`src/rtl/hp_slot_pkg.sv`:
```
package hp_slot_pkg;
    localparam int REG_W = 16;
    localparam int EV_W  = 5;

    localparam int EV_BTN    = 0;
    localparam int EV_PFAULT = 1;
    localparam int EV_LATCH  = 2;
    localparam int EV_PRES   = 3;
    localparam int EV_CMD    = 4;

    localparam logic [1:0] IND_ON    = 2'b01;
    localparam logic [1:0] IND_BLINK = 2'b10;
    localparam logic [1:0] IND_OFF   = 2'b11;

    typedef struct packed {
        logic [3:0]      rsvd;
        logic            ilock_cmd;
        logic            pwr_off;
        logic [1:0]      pwr_ind;
        logic [1:0]      attn_ind;
        logic            hp_ie;
        logic [EV_W-1:0] ev_en;
    } slot_ctl_t;

    typedef struct packed {
        logic [7:0]      rsvd;
        logic            ilock;
        logic            pres;
        logic            rsvd5;
        logic [EV_W-1:0] ev;
    } slot_sta_t;

    function automatic slot_ctl_t ctl_reset_value();
        slot_ctl_t c;
        c          = '0;
        c.attn_ind = IND_OFF;
        return c;
    endfunction

    function automatic slot_ctl_t ctl_sanitize(slot_ctl_t w);
        slot_ctl_t c;
        c           = w;
        c.rsvd      = '0;
        c.ilock_cmd = 1'b0;
        return c;
    endfunction

    function automatic logic in_power_off(slot_ctl_t c);
        return c.pwr_off && (c.pwr_ind == IND_OFF);
    endfunction

    function automatic logic aggregate(slot_ctl_t c, slot_sta_t s);
        return c.hp_ie && (|(c.ev_en & s.ev));
    endfunction
endpackage

```
`src/rtl/hp_slot_cmd.sv`:
```
module hp_slot_cmd
    import hp_slot_pkg::*;
(
    input  logic      clk,
    input  logic      rst,
    input  logic      ctl_we,
    input  slot_ctl_t ctl_wdata,
    input  logic      pres_q,
    output slot_ctl_t ctl_q,
    output slot_ctl_t ctl_next,
    output logic      cmd_issue,
    output logic      ilock_toggle,
    output logic      poweroff_hit
);
    always_comb begin
        ctl_next     = ctl_we ? ctl_sanitize(ctl_wdata) : ctl_q;
        cmd_issue    = ctl_we;
        ilock_toggle = ctl_we && ctl_wdata.ilock_cmd;
        poweroff_hit = ctl_we && pres_q && in_power_off(ctl_wdata)
                       && !in_power_off(ctl_q);
        if (rst) ctl_next = ctl_reset_value();
    end

    always_ff @(posedge clk) begin
        ctl_q <= ctl_next;
    end

    // interlock command never reads back as set
    assert_ilock_reads_zero_R5: assert property (@(posedge clk) disable iff (rst)
        ctl_we |=> (ctl_q.ilock_cmd == 1'b0));
endmodule

```
`src/rtl/hp_slot_status.sv`:
```
module hp_slot_status
    import hp_slot_pkg::*;
(
    input  logic            clk,
    input  logic            rst,
    input  logic            sta_we,
    input  logic [EV_W-1:0] sta_clr,
    input  logic [EV_W-1:0] sta_seen,
    input  logic            ev_button,
    input  logic            ev_pwr_fault,
    input  logic            ev_latch,
    input  logic            ev_presence,
    input  logic            present_in,
    input  logic            cmd_issue,
    input  logic            ilock_toggle,
    input  logic            poweroff_hit,
    output slot_sta_t       sta_q,
    output slot_sta_t       sta_next
);
    logic stale_clear;
    assign stale_clear = sta_we && (|(sta_clr & ~sta_seen));

    always_comb begin
        sta_next = sta_q;
        if (sta_we && !stale_clear) sta_next.ev = sta_q.ev & ~sta_clr;
        if (ilock_toggle) sta_next.ilock = ~sta_q.ilock;
        if (poweroff_hit) begin
            sta_next.pres         = 1'b0;
            sta_next.ev[EV_PRES]  = 1'b1;
        end
        if (ev_presence) begin
            sta_next.pres         = present_in;
            sta_next.ev[EV_PRES]  = 1'b1;
        end
        if (ev_button)    sta_next.ev[EV_BTN]    = 1'b1;
        if (ev_pwr_fault) sta_next.ev[EV_PFAULT] = 1'b1;
        if (ev_latch)     sta_next.ev[EV_LATCH]  = 1'b1;
        if (cmd_issue)    sta_next.ev[EV_CMD]    = 1'b1;
        if (rst) begin
            sta_next      = '0;
            sta_next.pres = present_in;
        end
    end

    always_ff @(posedge clk) begin
        sta_q <= sta_next;
    end

    assert_cmd_done_R4: assert property (@(posedge clk) disable iff (rst)
        cmd_issue |=> sta_q.ev[EV_CMD]);

    assert_ilock_flip_R5: assert property (@(posedge clk) disable iff (rst)
        ilock_toggle |=> (sta_q.ilock != $past(sta_q.ilock)));

    assert_poweroff_R6: assert property (@(posedge clk) disable iff (rst)
        (poweroff_hit && !ev_presence) |=> (!sta_q.pres && sta_q.ev[EV_PRES]));

    assert_stale_keep_R8: assert property (@(posedge clk) disable iff (rst)
        stale_clear |=> (($past(sta_q.ev) & ~sta_q.ev) == '0));
endmodule

```
`src/rtl/hp_slot_notify.sv`:
```
module hp_slot_notify
    import hp_slot_pkg::*;
(
    input  logic      clk,
    input  logic      rst,
    input  logic      msi_en,
    input  slot_ctl_t ctl_next,
    input  slot_sta_t sta_next,
    output logic      irq_level,
    output logic      msg_pulse
);
    logic flag_q;
    logic flag_nx;

    assign flag_nx = aggregate(ctl_next, sta_next);

    always_ff @(posedge clk) begin
        if (rst) begin
            flag_q    <= 1'b0;
            msg_pulse <= 1'b0;
            irq_level <= 1'b0;
        end else begin
            flag_q    <= flag_nx;
            msg_pulse <= msi_en && (flag_nx != flag_q);
            irq_level <= !msi_en && flag_nx;
        end
    end

    assert_no_msg_legacy_R2: assert property (@(posedge clk) disable iff (rst)
        !msi_en |=> !msg_pulse);

    assert_no_level_msi_R2: assert property (@(posedge clk) disable iff (rst)
        msi_en |=> !irq_level);
endmodule

```
`src/rtl/hp_slot_ctrl.sv`:
```
module hp_slot_ctrl
    import hp_slot_pkg::*;
(
    input  logic             clk,
    input  logic             rst,
    input  logic             msi_en,
    input  logic             ctl_we,
    input  logic [REG_W-1:0] ctl_wdata,
    input  logic             sta_we,
    input  logic [EV_W-1:0]  sta_clr,
    input  logic [EV_W-1:0]  sta_seen,
    input  logic             ev_button,
    input  logic             ev_pwr_fault,
    input  logic             ev_latch,
    input  logic             ev_presence,
    input  logic             present_in,
    output logic [REG_W-1:0] slot_ctl,
    output logic [REG_W-1:0] slot_sta,
    output logic             irq_level,
    output logic             msg_pulse
);
    slot_ctl_t ctl_q, ctl_next;
    slot_sta_t sta_q, sta_next;
    logic      cmd_issue, ilock_toggle, poweroff_hit;

    hp_slot_cmd u_cmd (
        .clk          (clk),
        .rst          (rst),
        .ctl_we       (ctl_we),
        .ctl_wdata    (slot_ctl_t'(ctl_wdata)),
        .pres_q       (sta_q.pres),
        .ctl_q        (ctl_q),
        .ctl_next     (ctl_next),
        .cmd_issue    (cmd_issue),
        .ilock_toggle (ilock_toggle),
        .poweroff_hit (poweroff_hit)
    );

    hp_slot_status u_status (
        .clk          (clk),
        .rst          (rst),
        .sta_we       (sta_we),
        .sta_clr      (sta_clr),
        .sta_seen     (sta_seen),
        .ev_button    (ev_button),
        .ev_pwr_fault (ev_pwr_fault),
        .ev_latch     (ev_latch),
        .ev_presence  (ev_presence),
        .present_in   (present_in),
        .cmd_issue    (cmd_issue),
        .ilock_toggle (ilock_toggle),
        .poweroff_hit (poweroff_hit),
        .sta_q        (sta_q),
        .sta_next     (sta_next)
    );

    hp_slot_notify u_notify (
        .clk       (clk),
        .rst       (rst),
        .msi_en    (msi_en),
        .ctl_next  (ctl_next),
        .sta_next  (sta_next),
        .irq_level (irq_level),
        .msg_pulse (msg_pulse)
    );

    assign slot_ctl = ctl_q;
    assign slot_sta = sta_q;

    // a button event is latched into status bit 0
    assert_button_latch_R10: assert property (@(posedge clk) disable iff (rst)
        ev_button |=> slot_sta[EV_BTN]);
endmodule

```
`config.mk`:
```
export PLATFORM = sky130hd
export DESIGN_NAME = hp_slot_ctrl
export DESIGN_NICKNAME = d
export VERILOG_FILES = /design/src/rtl/hp_slot_pkg.sv /design/src/rtl/hp_slot_cmd.sv /design/src/rtl/hp_slot_status.sv /design/src/rtl/hp_slot_notify.sv /design/src/rtl/hp_slot_ctrl.sv
export SDC_FILE = /design/constraint.sdc
export NUM_CORES = 1
export LEC_CHECK = 0
export BUFFER_PORTS_ARGS = -buffer_cell sky130_fd_sc_hd__buf_2
export CAP_MARGIN = 0
export CORE_ASPECT_RATIO = 1.25
export CORE_MARGIN = 1
export CORE_UTILIZATION = 44
export DETAILED_ROUTE_END_ITERATION = 8
export MAX_ROUTING_LAYER = met4
export PLACE_DENSITY = 0.83
export SLEW_MARGIN = 20
export SYNTH_ARGS = -nofsm -noshare
export SYNTH_HDL_FRONTEND = slang
export SYNTH_SLANG_ARGS = --single-unit
```
`constraint.sdc`:
```
create_clock -name clk -period 2.7 [get_ports clk]
set_clock_uncertainty 0.1 [all_clocks]
set_input_delay 0.27 -clock clk [delete_from_list [all_inputs] [get_ports clk]]
set_output_delay 0.27 -clock clk [all_outputs]
set_load 0.02 [all_outputs]
```
# Word-level counts from Yosys, hierarchy flattened
# Index checks and enable logic that the tools add are counted.
# classes
n_mux,12
reduce_logical,17
bitwise,6
eq_ne,3
# op_table
op,count
5-bit bitwise AND,3
6-bit 2-to-1 mux,2
1-bit logical AND,11
5-bit inverter,2
5-bit OR reduction,2
1-bit 2-to-1 mux,8
7-bit 2-to-1 mux,1
5-bit 2-to-1 mux,1
"2-bit == test, second input constant",2
1-bit zero test,3
3-bit nonzero test,1
1-bit != test,1
1-bit inverter,1
# totals
output_inout_bits,34
inputBits,36
ff_bits,21
wordCells,49

# Logic depth before layout (Yosys ltp)
# depth
depth_word,15
depth_mapped,7
ltp_nobuf,6

# By module
# From an unflattened synthesis, not the netlist that was laid out.
# hier_totals
cells_unflattened,119
hier_area_um2,1303.8
# modules_own_cells
mod,instances,area_per_inst_um2,cells_per_inst,seq_area_each_um2
hp_slot_status,1,581.8,53,320.3
hp_slot_cmd,1,575.6,52,320.3
hp_slot_notify,1,146.4,14,60.1

# Worst setup path before layout
# No wires, ideal clock.
# synth_path
kind,register to register
start,"register, netlist name u_cmd.ctl_q[10]"
end,register u_notify.irq_level
stages_incl_launch_ff,6
path_buffers,0
t_required_ps,2486
setup_time_ps,114
slack_ps,1178
arrival_time_ps,1308
cell_sequence,dfxtp_1 a31oi_4 a41oi_2 o2111ai_2 o21a_1 nor2b_1
# synth_via
elab_chain_cells,10
# synth_lines
item,line,text
1-bit logical AND,hp_slot_pkg.sv:49,return c.pwr_off && (c.pwr_ind == IND_OFF);
1-bit zero test,hp_slot_cmd.sv:20,&& !in_power_off(ctl_q);
1-bit logical AND,hp_slot_cmd.sv:20,
1-bit 2-to-1 mux,hp_slot_status.sv:27,if (poweroff_hit) begin
1-bit 2-to-1 mux,hp_slot_status.sv:31,if (ev_presence) begin
7-bit 2-to-1 mux,hp_slot_status.sv:39,if (rst) begin
5-bit bitwise AND,hp_slot_pkg.sv:53,return c.hp_ie && (|(c.ev_en & s.ev));
5-bit OR reduction,hp_slot_pkg.sv:53,
1-bit logical AND,hp_slot_pkg.sv:53,
1-bit logical AND,hp_slot_notify.sv:25,irq_level <= !msi_en && flag_nx;
"end signal, assigned",hp_slot_notify.sv:25,
"end, declared",hp_slot_notify.sv:9,"output logic irq_level,"
# Every way passes these cells.
# A chain may end at the register's enable or synchronous reset.

# Worst setup path after layout
# layout_path
start,input ctl_we
end,register u_notify.msg_pulse
# layout_via
elab_chain_cells,11
word_cells_on_any_way,14
cone_classes,eq/ne (1); mux (6); bitwise (1); reduce/logical (6)
# layout_lines
item,line,text
"start, declared",hp_slot_ctrl.sv:7,"input logic ctl_we,"
1-bit logical AND (2 in a row),hp_slot_cmd.sv:19,poweroff_hit = ctl_we && pres_q && in_power_off(ctl_wdata)
1-bit logical AND,hp_slot_cmd.sv:20,
1-bit 2-to-1 mux,hp_slot_status.sv:27,
1-bit 2-to-1 mux,hp_slot_status.sv:31,
7-bit 2-to-1 mux,hp_slot_status.sv:39,
5-bit bitwise AND,hp_slot_pkg.sv:53,
5-bit OR reduction,hp_slot_pkg.sv:53,
1-bit logical AND *,hp_slot_pkg.sv:53,
1-bit != test *,hp_slot_notify.sv:24,msg_pulse <= msi_en && (flag_nx != flag_q);
1-bit logical AND *,hp_slot_notify.sv:24,
"end signal, assigned",hp_slot_notify.sv:24,
"end, declared",hp_slot_notify.sv:10,output logic msg_pulse
# Mark *: on every way between the ends. The rest lies on a longest branch, timed or not.

==> results_dict.tcl <==
set metrics [dict create \
    fin_util_pct 58.1 \
    wirelength_um 2240 \
    synth_top_area_share_pct 37.1 \
    clkLatencyLatePin_ns 0.30 \
    hp-start "msi_en" \
    setup_slack_ns 1.15 \
    drc 0 \
    cts_root_buffer "clkbuf_4" \
    cts_tree "yes" \
    final_cell_count_no_fill 194 \
    track_usage_pct 19.1 \
    holdBufCountCts 0 \
    ctsResizeCount 0 \
    yosysWarnings 0 \
    hold_ws_ns 0.0424 \
    status "finished clean" \
    path_max_fanout 19 \
    slowest_delay_ns 0.36 \
    path_cells "buf_2, nand2_4, a31oi_4, a41oi_2, o2111ai_2, nor3_1, a211o_1" \
    cts_htree_levels 1 \
    port_buffers 51 \
    syn-cell-area_um2 1080 \
    core-area_um2 2260 \
    hpwlAfterDp_um 1780 \
    clockBufferDepth 2 \
    place_ws_ns 0.800 \
    drive_gt1_share_pct 38.0 \
    vias 972 \
    final_common_cell "buf_2" \
    cts_made_buffers 3 \
    ys_ff_latch 21 \
    finalSetupViolations 0 \
    final-max-slew-violation-count 0 \
    n_antenna_cell 0 \
    start_kind "input port" \
    die_x_um 46.3 \
    min_to "u_notify.irq_level" \
    area_delta_synth_final_pct 21.6 \
    ant_nets 0 \
    std_cell_rows 19 \
    placed_cells 190 \
    ir_drop_uv 290 \
    synth.distinct_cells 36 \
    via_per_inst 5.01 \
    hold_class "input port to flip-flop" \
    stdcell_area_um2 1310 \
    max_freq_ghz 0.643 \
    crit_type "input port to flip-flop" \
    leakagePower_nw 0.641 \
    pin_count 70 \
    syn_inst 114 \
    grt_pass1_vias 894 \
    start_util_pct 47.8 \
    nets 200 \
    grt_pass1_wl_um 3590 \
    ys_seq_area_share_pct 39.9 \
    worstReg2RegStart "u_cmd.ctl_q[8]" \
    critPathSlowestCell "buf_2" \
    die_h_um 57.4 \
    rsz0062_at_grt "no" \
    power_density_nw_per_um2 494 \
    place_congestion 0.822 \
    cp-end-kind "flip-flop" \
    dieArea_um2 2660 \
    synth_top_area_cell "dfxtp_1" \
    setup-tns-final_ns 0 \
    r2r_setup_slack_ns 1.18 \
    synthTopCellsByArea "dfxtp_1 (37%), buf_4 (10%), mux2i_1 (6.5%)" \
    layout_common_cells "buf_2 (51), dfxtp_1 (20), conb_1 (14)" \
    clock-sinks 21 \
    synth_area_per_cell_um2 9.47 \
    cp_data_arrival_time_ns 1.66 \
    reg2reg_depth 5 \
    critPathRequiredTime_ns 2.81 \
    hold_viol 0 \
    r2r_end "u_notify.msg_pulse" \
    min_path_cells 2 \
    period_share_pct 57.6 \
    min_period_ns 1.55 \
    path_clk_slew_ns 0.11 \
    dr.first_iter.drc_count 10 \
    cap_violations 0 \
    cts_setup_buffers 0 \
    wl_per_cell_um 11.6 \
    antenna_found_initial 0 \
    power_mw 0.649 \
    grt_max_degree 23 \
    firstDrtPassIters 4 \
    globalRouteOverflowTotal 0 \
    placed_area_um2 1290 \
]
## worst max path at each step
stage / start / to / slack, ns
after CTS: ctl_we / u_notify.msg_pulse / 1.14
after global placement: ctl_we / u_notify.msg_pulse / 0.83
after detailed placement: ctl_we / u_notify.msg_pulse / 0.80
after floorplan: u_cmd.ctl_q[10] / u_notify.irq_level / 1.18
final: ctl_we / u_notify.msg_pulse / 1.15
after global routing: ctl_we / u_notify.msg_pulse / 1.06
## logic make-up after synthesis
logic type	share of synthesized area (%)
other	0.347
DFF	39.9
xor gates and xnor gates	0.811
AOI/OAI and AO/OA	19.2
and+or+nand+nor	19.9
buffers and inverters	13.3
muxes	6.49
## Yosys cell counts (all sizes together)
cell     count
o22ai        1
a211o        3
mux2i        7
o21a         2
nor3         1
a21oi        8
nand4b       2
o2111ai      2
nand3        1
a41oi        1
nand2b       6
inv          2
buf         18
or2b         1
dfxtp       20
edfxtp       1
o21ai        2
conb         1
clkbuf       1
xor2         1
o221ai       2
nand3b       2
o41ai        1
nor2b        3
o2bb2ai      1
nor4b        2
or2          1
a31oi        1
nor2        12
nand2        8
## sequential cells by signal, summed over array words and instances (netlist names)
name / count
u_notify.irq_level: 1
u_notify.flag_q: 1
u_status.sta_q: 7
u_cmd.ctl_q: 11
u_notify.msg_pulse: 1
## routing by layer
| layer | vias to the layer above | global-route usage, % | wire length (um) |
|---|---|---|---|
| li1 | 472 | - | - |
| met1 | 452 | 19.0 | 881 |
| met2 | 43 | 33.5 | 1190 |
| met3 | 5 | 2.22 | 110 |
| met4 | 0 | 10.9 | 56 |
| met5 | - | - | 0 |
## area by class of cell
type	count	area, um^2
clock buffer	4	26.3
tap	31	38.8
multi-input combinational	85	554
fill	220	946
sequential	21	430
timing repair buffer	51	255
inverter	2	7.51
## worst max-delay path, delay by kind of cell
family | cells | cell delay, ns
simple gates | 2 | 0.17
compound gates | 4 | 0.86
buf+inv | 1 | 0.36
## report_power, final
group	internal (mW)	total (mW)	leakage, nW	switching [mW]
Sequential	0.333	0.345	0.176	0.0124
Clock	0.0576	0.150	0.0150	0.0924
Combinational	0.0577	0.154	0.450	0.0958
Total	0.448	0.649	0.641	0.201
No activity file was read; power rests on OpenSTA's default activity.
